==> config.mk <==
export PLATFORM = sky130hd
export DESIGN_NAME = dmamgr_sec_gate
export DESIGN_NICKNAME = d
export VERILOG_FILES = /design/src/rtl/dsg_pkg.sv /design/src/rtl/dsg_decode.sv /design/src/rtl/dsg_policy.sv /design/src/rtl/dsg_chan_table.sv /design/src/rtl/dmamgr_sec_gate.sv
export SDC_FILE = /design/constraint.sdc
export NUM_CORES = 1
export LEC_CHECK = 0
export BUFFER_PORTS_ARGS = -buffer_cell sky130_fd_sc_hd__buf_2
export CORE_MARGIN = 3
export CORE_UTILIZATION = 42
export CTS_CLUSTER_SIZE = 10
export DETAILED_ROUTE_END_ITERATION = 16
export MAX_ROUTING_LAYER = met4
export PLACE_DENSITY = 0.86
export SKIP_CTS_REPAIR_TIMING = 1
export SLEW_MARGIN = 20
export SYNTH_ARGS = -nofsm -noshare
export SYNTH_HDL_FRONTEND = slang
export SYNTH_HIERARCHICAL = 1
export SYNTH_SLANG_ARGS = --single-unit
==> constraint.sdc <==
create_clock -name clk -period 3.5 [get_ports clk]
set_input_delay 1.05 -clock clk [delete_from_list [all_inputs] [get_ports clk]]
set_output_delay 1.05 -clock clk [all_outputs]
set_load 0.01 [all_outputs]
==> src/rtl/dsg_pkg.sv <==
package dsg_pkg;

    localparam logic [7:0] OPC_START_BASE = 8'hA0;
    localparam logic [7:0] OPC_START_MASK = 8'hFD;
    localparam logic [7:0] OPC_SEND_EVT   = 8'h34;
    localparam int         NS_FLAG_BIT    = 1;

    typedef enum logic [2:0] {
        FLT_NONE      = 3'd0,
        FLT_CHAN_SEC  = 3'd1,
        FLT_EVT_SEC   = 3'd2,
        FLT_CHAN_BUSY = 3'd3,
        FLT_BAD_INSN  = 3'd4
    } fault_e;

    typedef enum logic [1:0] {
        INS_NONE  = 2'd0,
        INS_START = 2'd1,
        INS_SEV   = 2'd2,
        INS_BAD   = 2'd3
    } ins_kind_e;

    typedef struct packed {
        ins_kind_e  kind;
        logic       req_ns;
        logic [7:0] chan;
        logic [7:0] evt;
    } decoded_t;

    typedef struct packed {
        logic   go_start;
        logic   go_evt;
        logic   go_abort;
        fault_e code;
    } verdict_t;

    function automatic logic is_start_op(input logic [7:0] op);
        return (op & OPC_START_MASK) == OPC_START_BASE;
    endfunction

    function automatic logic is_sev_op(input logic [7:0] op);
        return op == OPC_SEND_EVT;
    endfunction

endpackage

==> src/rtl/dsg_decode.sv <==
module dsg_decode
    import dsg_pkg::*;
#(
    parameter int NUM_CHAN = 8,
    parameter int NUM_EVT  = 16
) (
    input  logic       valid_i,
    input  logic [7:0] b0_i,
    input  logic [7:0] b1_i,
    output decoded_t   dec_o
);
    localparam int CH_W = (NUM_CHAN > 1) ? $clog2(NUM_CHAN) : 1;

    logic [7:0] chan_idx;
    logic [7:0] evt_idx;

    always_comb begin
        chan_idx = 8'(b1_i[CH_W-1:0]);
        evt_idx  = {3'b000, b1_i[7:3]};
        dec_o    = '{kind: INS_NONE, req_ns: 1'b0, chan: chan_idx, evt: evt_idx};
        if (valid_i) begin
            if (is_start_op(b0_i)) begin
                dec_o.req_ns = b0_i[NS_FLAG_BIT];
                dec_o.kind   = (chan_idx < 8'(NUM_CHAN)) ? INS_START : INS_BAD;
            end else if (is_sev_op(b0_i)) begin
                dec_o.kind = (evt_idx < 8'(NUM_EVT)) ? INS_SEV : INS_BAD;
            end else begin
                dec_o.kind = INS_BAD;
            end
        end
    end

endmodule

==> src/rtl/dsg_policy.sv <==
module dsg_policy
    import dsg_pkg::*;
#(
    parameter int NUM_CHAN = 8,
    parameter int NUM_EVT  = 16
) (
    input  logic                mgr_ns_i,
    input  decoded_t            dec_i,
    input  logic [NUM_EVT-1:0]  evt_ns_cfg_i,
    input  logic [NUM_CHAN-1:0] chan_run_i,
    output verdict_t            verdict_o
);
    localparam int CH_W = (NUM_CHAN > 1) ? $clog2(NUM_CHAN) : 1;
    localparam int EV_W = (NUM_EVT > 1) ? $clog2(NUM_EVT) : 1;

    logic chan_busy;
    logic evt_is_ns;

    always_comb begin
        chan_busy = chan_run_i[dec_i.chan[CH_W-1:0]];
        evt_is_ns = evt_ns_cfg_i[dec_i.evt[EV_W-1:0]];
        verdict_o = '{go_start: 1'b0, go_evt: 1'b0, go_abort: 1'b0, code: FLT_NONE};
        unique case (dec_i.kind)
            INS_START: begin
                if (mgr_ns_i && !dec_i.req_ns) begin
                    verdict_o.go_abort = 1'b1;
                    verdict_o.code     = FLT_CHAN_SEC;
                end else if (chan_busy) begin
                    verdict_o.go_abort = 1'b1;
                    verdict_o.code     = FLT_CHAN_BUSY;
                end else begin
                    verdict_o.go_start = 1'b1;
                end
            end
            INS_SEV: begin
                if (mgr_ns_i && !evt_is_ns) begin
                    verdict_o.go_abort = 1'b1;
                    verdict_o.code     = FLT_EVT_SEC;
                end else begin
                    verdict_o.go_evt = 1'b1;
                end
            end
            INS_BAD: begin
                verdict_o.go_abort = 1'b1;
                verdict_o.code     = FLT_BAD_INSN;
            end
            default: ;
        endcase
    end

endmodule

==> src/rtl/dsg_chan_table.sv <==
module dsg_chan_table #(
    parameter int NUM_CHAN = 8,
    parameter int CH_W     = 3
) (
    input  logic                clk,
    input  logic                rst,
    input  logic                start_en_i,
    input  logic [CH_W-1:0]     start_chan_i,
    input  logic                start_ns_i,
    input  logic [NUM_CHAN-1:0] done_i,
    output logic [NUM_CHAN-1:0] run_o,
    output logic [NUM_CHAN-1:0] ns_o
);
    for (genvar c = 0; c < NUM_CHAN; c++) begin : g_chan
        logic hit;
        assign hit = start_en_i && (start_chan_i == CH_W'(c));

        always_ff @(posedge clk) begin
            if (rst) begin
                run_o[c] <= 1'b0;
                ns_o[c]  <= 1'b0;
            end else if (hit) begin
                run_o[c] <= 1'b1;
                ns_o[c]  <= start_ns_i;
            end else if (done_i[c]) begin
                run_o[c] <= 1'b0;
            end
        end
    end

endmodule

==> src/rtl/dmamgr_sec_gate.sv <==
module dmamgr_sec_gate
    import dsg_pkg::*;
#(
    parameter int NUM_CHAN = 8,
    parameter int NUM_EVT  = 16,
    localparam int CH_W    = (NUM_CHAN > 1) ? $clog2(NUM_CHAN) : 1,
    localparam int EV_W    = (NUM_EVT > 1) ? $clog2(NUM_EVT) : 1
) (
    input  logic                clk,
    input  logic                rst,
    input  logic                mgr_ns_i,
    input  logic                issue_i,
    input  logic [7:0]          insn_b0_i,
    input  logic [7:0]          insn_b1_i,
    input  logic [NUM_EVT-1:0]  evt_ns_cfg_i,
    input  logic [NUM_CHAN-1:0] chan_done_i,
    input  logic                abort_clr_i,
    output logic                start_vld_o,
    output logic [CH_W-1:0]     start_chan_o,
    output logic                start_ns_o,
    output logic [NUM_CHAN-1:0] chan_run_o,
    output logic [NUM_CHAN-1:0] chan_ns_o,
    output logic [NUM_EVT-1:0]  evt_pulse_o,
    output logic                abort_o,
    output logic [2:0]          fault_o
);
    decoded_t           dec;
    verdict_t           verdict;
    logic               accept;
    logic [NUM_EVT-1:0] evt_hot;
    fault_e             fault_q;

    // Instructions are dropped while aborted or while a clear is in progress.
    assign accept = issue_i && !abort_o && !abort_clr_i;

    dsg_decode #(.NUM_CHAN(NUM_CHAN), .NUM_EVT(NUM_EVT)) u_decode (
        .valid_i (accept),
        .b0_i    (insn_b0_i),
        .b1_i    (insn_b1_i),
        .dec_o   (dec)
    );

    dsg_policy #(.NUM_CHAN(NUM_CHAN), .NUM_EVT(NUM_EVT)) u_policy (
        .mgr_ns_i     (mgr_ns_i),
        .dec_i        (dec),
        .evt_ns_cfg_i (evt_ns_cfg_i),
        .chan_run_i   (chan_run_o),
        .verdict_o    (verdict)
    );

    dsg_chan_table #(.NUM_CHAN(NUM_CHAN), .CH_W(CH_W)) u_chan_table (
        .clk          (clk),
        .rst          (rst),
        .start_en_i   (verdict.go_start),
        .start_chan_i (dec.chan[CH_W-1:0]),
        .start_ns_i   (dec.req_ns),
        .done_i       (chan_done_i),
        .run_o        (chan_run_o),
        .ns_o         (chan_ns_o)
    );

    always_comb begin
        evt_hot = '0;
        if (verdict.go_evt) evt_hot[dec.evt[EV_W-1:0]] = 1'b1;
    end

    always_ff @(posedge clk) begin
        if (rst) begin
            start_vld_o  <= 1'b0;
            start_chan_o <= '0;
            start_ns_o   <= 1'b0;
            evt_pulse_o  <= '0;
        end else begin
            start_vld_o <= verdict.go_start;
            evt_pulse_o <= evt_hot;
            if (verdict.go_start) begin
                start_chan_o <= dec.chan[CH_W-1:0];
                start_ns_o   <= dec.req_ns;
            end
        end
    end

    always_ff @(posedge clk) begin
        if (rst) begin
            abort_o <= 1'b0;
            fault_q <= FLT_NONE;
        end else if (abort_clr_i) begin
            abort_o <= 1'b0;
            fault_q <= FLT_NONE;
        end else if (verdict.go_abort) begin
            abort_o <= 1'b1;
            fault_q <= verdict.code;
        end
    end

    assign fault_o = fault_q;

endmodule

=== After elaboration in Yosys (flattened, before gate mapping) ===
Cells that the tools add are included.

* Input port bits: 45
* Word-level logic and storage cells: 103
* Register bits: 41

* Equal/unequal tests: 12
* $lt $le $gt $ge: 4
* Reduce and logical (&&, ||, !) cells: 28
* Bitwise logic cells: 1
* Muxes and demuxes: 36

{| class="wikitable"
|+ Operator list
! kind !! count
|-
| $mux 1 || 26
|-
| $reduce_bool 2->1 || 8
|-
| $logic_and 1x1->1 || 13
|-
| $eq 3x3->1 const B || 4
|-
| $mux 4 || 3
|-
| $pmux 4 s3 || 1
|-
| $eq 8x6->1 const B || 1
|-
| $eq 7x7->1 const B || 1
|-
| $eq 3x2->1 const B || 2
|-
| $lt 4x5->1 const B || 1
|-
| $lt 5x5->1 const B || 1
|-
| $bmux 1 s4 || 1
|-
| $demux 1 s4 || 1
|-
| $eq 2x2->1 const B || 2
|-
| $ge 4x1->1 const B || 1
|-
| $logic_not 1->1 || 4
|-
| $lt 3x4->1 const B || 1
|-
| $mux 2 || 2
|-
| $reduce_or 2->1 || 2
|-
| $bmux 1 s3 || 1
|-
| $eq 3x1->1 const B || 1
|-
| $logic_not 3->1 || 1
|-
| $mux 3 || 1
|-
| $eq 2x1->1 const B || 1
|-
| $not 1->1 || 1
|}

=== Logic depth before layout (Yosys ltp) ===
* Word-level depth: 11
* Mapped depth: 8
* Gate-level depth less buffers: 8

=== Hierarchy ===
Netlist, hierarchy kept.

{| class="wikitable"
|+ By module, submodules not included
! module !! cells an instance !! area an instance (µm²) !! times used
|-
| dmamgr_sec_gate || 68 || 762.0 || 1
|-
| dsg_chan_table || 59 || 634.4 || 1
|-
| dsg_policy || 26 || 280.3 || 1
|-
| dsg_decode || 24 || 188.9 || 1
|}

=== Worst setup path after synthesis ===
OpenSTA, ideal clock, no wires.

* Path type: input to register
* From: input insn_b0_i[0]
* To: register u_chan_table.ns_o[0]
* Path slack: 0.148 ns
* Data arrival time: 3.224 ns
* Data required time: 3.371 ns
* Stages on the path: 6
* Library setup time: 0.129 ns
* Cells stage by stage: or4b_4 o31a_1 nand2b_1 nor3_1 or4b_4 mux2i_1

{| class="wikitable"
|+ RTL lines
! item !! line !! source
|-
| from (decl) || dmamgr_sec_gate.sv:13 || <nowiki>input logic [7:0] insn_b0_i,</nowiki>
|-
| to (signal, indexed assignment) || dsg_chan_table.sv:24 || <nowiki>ns_o[c] <= start_ns_i;</nowiki>
|-
| to (decl) || dsg_chan_table.sv:12 || <nowiki>output logic [NUM_CHAN-1:0] ns_o</nowiki>
|}

==> results.md <==
* Status: completed
* Placed Cells at about 290
* # nets final at between 200 and 300
* Pint at approximately 0.75 mW
* Pre-CTS WS at between 0.3 and 0.4 ns
* Final HPWL DP at roughly 3.0 mm
* Worst Setup Start Kind: input port
* Pin count of the biggest net entering global routing at 31
* Routed len/inst at 13.23 um
* RSZ-0062 raised after global routing: false
* Commonest non-fill, non-tap cell in the layout: buf_2
* Min-delay worst type: flop to flop
* Crit path launch: insn_b0_i[0]
* Pwr dens at 406.0 nW/um2
* Initial antenna violation count at 0
* Core footprint at 4058 um2
* CTS tree: built
* RR Startpoint: abort_o
* Die Width at between 70 and 80 um
* Setup violators final at 0
* Gate Count Post-Synth at ~170
* Maximum capacitance violations at 0
* Vias in the first global route at between 1000 and 1500
* H-tree Lvls at 2
* Commonest non-fill, non-tap cells in the layout: buf_2, dfxtp_1, nand2b_1
* Detailed Route Iter0 Violations at 31
* Cell Rows at 23
* CTS buffer count at 5
* Sw Ratio at 0.2149
* Final period utilization at 0.8171
* Worst EP arrival at 3.07 ns
* GR Overflow Total at 0
* Latest clock arrival within the worst-skew pair at ~0.29 ns
* Via Count at between 1000 and 1500
* Hold path endpoint: u_chan_table/ns_o[6]
* Cell Area, Synth at between 1500 and 2000 um2
* Port Buf Inserts at 85
* First-pass GRT wire length at around 6.3 mm
* Fraction of layout cells with a size suffix above 1 at 0.4263
* Syn Area/Cell at about 11 um2
* Reg-to-reg endpoint: u_chan_table/ns_o[0]
* Reg2reg path depth at 7
* CP endpoint kind: flop
* Slew headroom at 0.7003
* Max Freq at 349.7 MHz
* Synth Warn # at 6
* Post-layout util at 0.5803
* Worst reg2reg setup slack at ~1.4 ns
* Top Ports at 86
* Area grow syn2layout at 31.24%
* Die Height at 71.36 um
* CP Max Fanout at 4
* Routed wire length at ~4.0 mm
* Setup TNS at 0 ns
* Vias/cell at 4.953
* Die ar. at roughly 5000 um2
* Reg clk slew, reported paths at around 0.08 ns
* GRT Resource Usage Total at 0.1603
* Slew Limit Fails at 0
* Clock power share at 0.409
* Worst Hold Launch: u_chan_table/ns_o[6]
* Initial DRT Pass Iterations at 4
* CTS max path bufs at 2
* Worst hold slack at 0.4742 ns
* Peak VDD IR at around 0.00027 V
* Fin cells at 301
* Worst slew pin tran at 0.4495 ns
* Leakage at about 1.1 nW
* Flop pwr share at 0.493
* PnR worst setup slack at about 0.64 ns
* Hold path depth at 2
* Final hold vios at 0
* Post-route ant nets at 0
* Routability cong. at slightly above 0.7
* DRC errors left at 0
* Clock sinks at 41
* Crit Path Class: input port to flop
* Clock skew at roughly 0.010 ns
* Syn Nets at about 210
* WP data required at between 3 and 4 ns
* Final Critical Period at 2.860 ns
* Logic gate share of total power at 0.099
* Clk root buf: clkbuf_8
* N_diodes at 0
* Sw power at 0.2055 mW
* Initial Util at 0.4422
state kept, by name, indices dropped and copies added, names as in the netlist:
signal              count
start_chan_o            3
u_chan_table/run_o      8
start_ns_o              1
fault_o                 3
u_chan_table/ns_o       8
start_vld_o             1
abort_o                 1
evt_pulse_o            16
metal layers:
layer | vias to the layer above | global-route usage | wire [um]
li1 | 760 | - | -
met1 | 687 | 0.1807 | 1674
met2 | 42 | 0.2776 | 2065
met3 | 2 | 0.04067 | 224
met4 | 0 | 0.05010 | 18
met5 | - | - | 0
critical path, stage by stage:
cell and delay [ns]:
buf_2 0.10, or4b_4 0.54, o31a_1 0.34, nor2b_1 0.15
a21boi_0 0.24, or4b_4 0.53, nor3_2 0.12
area by class of cell:
cell class	instances	area (um2)
fill	353	1703
multi-input combinational	115	910.9
sequential	41	820.8
timing repair buffer	87	440.4
clock buffer	6	82.58
tap	50	62.56
clock inverter	2	37.54
metrics by stage:
step           total power [mW]  cell area [um2]
2_1_floorplan            0.5428             1794
3_3_place_gp             0.5749             2235
3_5_place_dp             0.5772             2235
4_1_cts                  0.9674             2355
5_1_grt                  0.9935             2355
6_report                 0.9561             2355
power by group through the flow:
stage / clock (mW) / sequential, mW / combinational [mW]
floorplan: 0 / 0.484 / 0.0592
global placement: 0 / 0.482 / 0.0930
detailed placement: 0 / 0.482 / 0.0953
CTS: 0.401 / 0.471 / 0.0956
global route: 0.418 / 0.471 / 0.104
finish: 0.391 / 0.471 / 0.0946
how the worst max path moves through the flow:
stage                                      end  slack (ns)  cells past startpoint
after floorplan           u_chan_table/ns_o[0]        0.15                      6
after global placement          evt_pulse_o[0]        0.38                      7
after detailed placement        evt_pulse_o[0]        0.32                      7
after CTS                       evt_pulse_o[0]        0.63                      7
after global routing            evt_pulse_o[1]        0.48                      7
final                           evt_pulse_o[0]        0.64                      7
No activity file was read; power rests on OpenSTA's default activity.
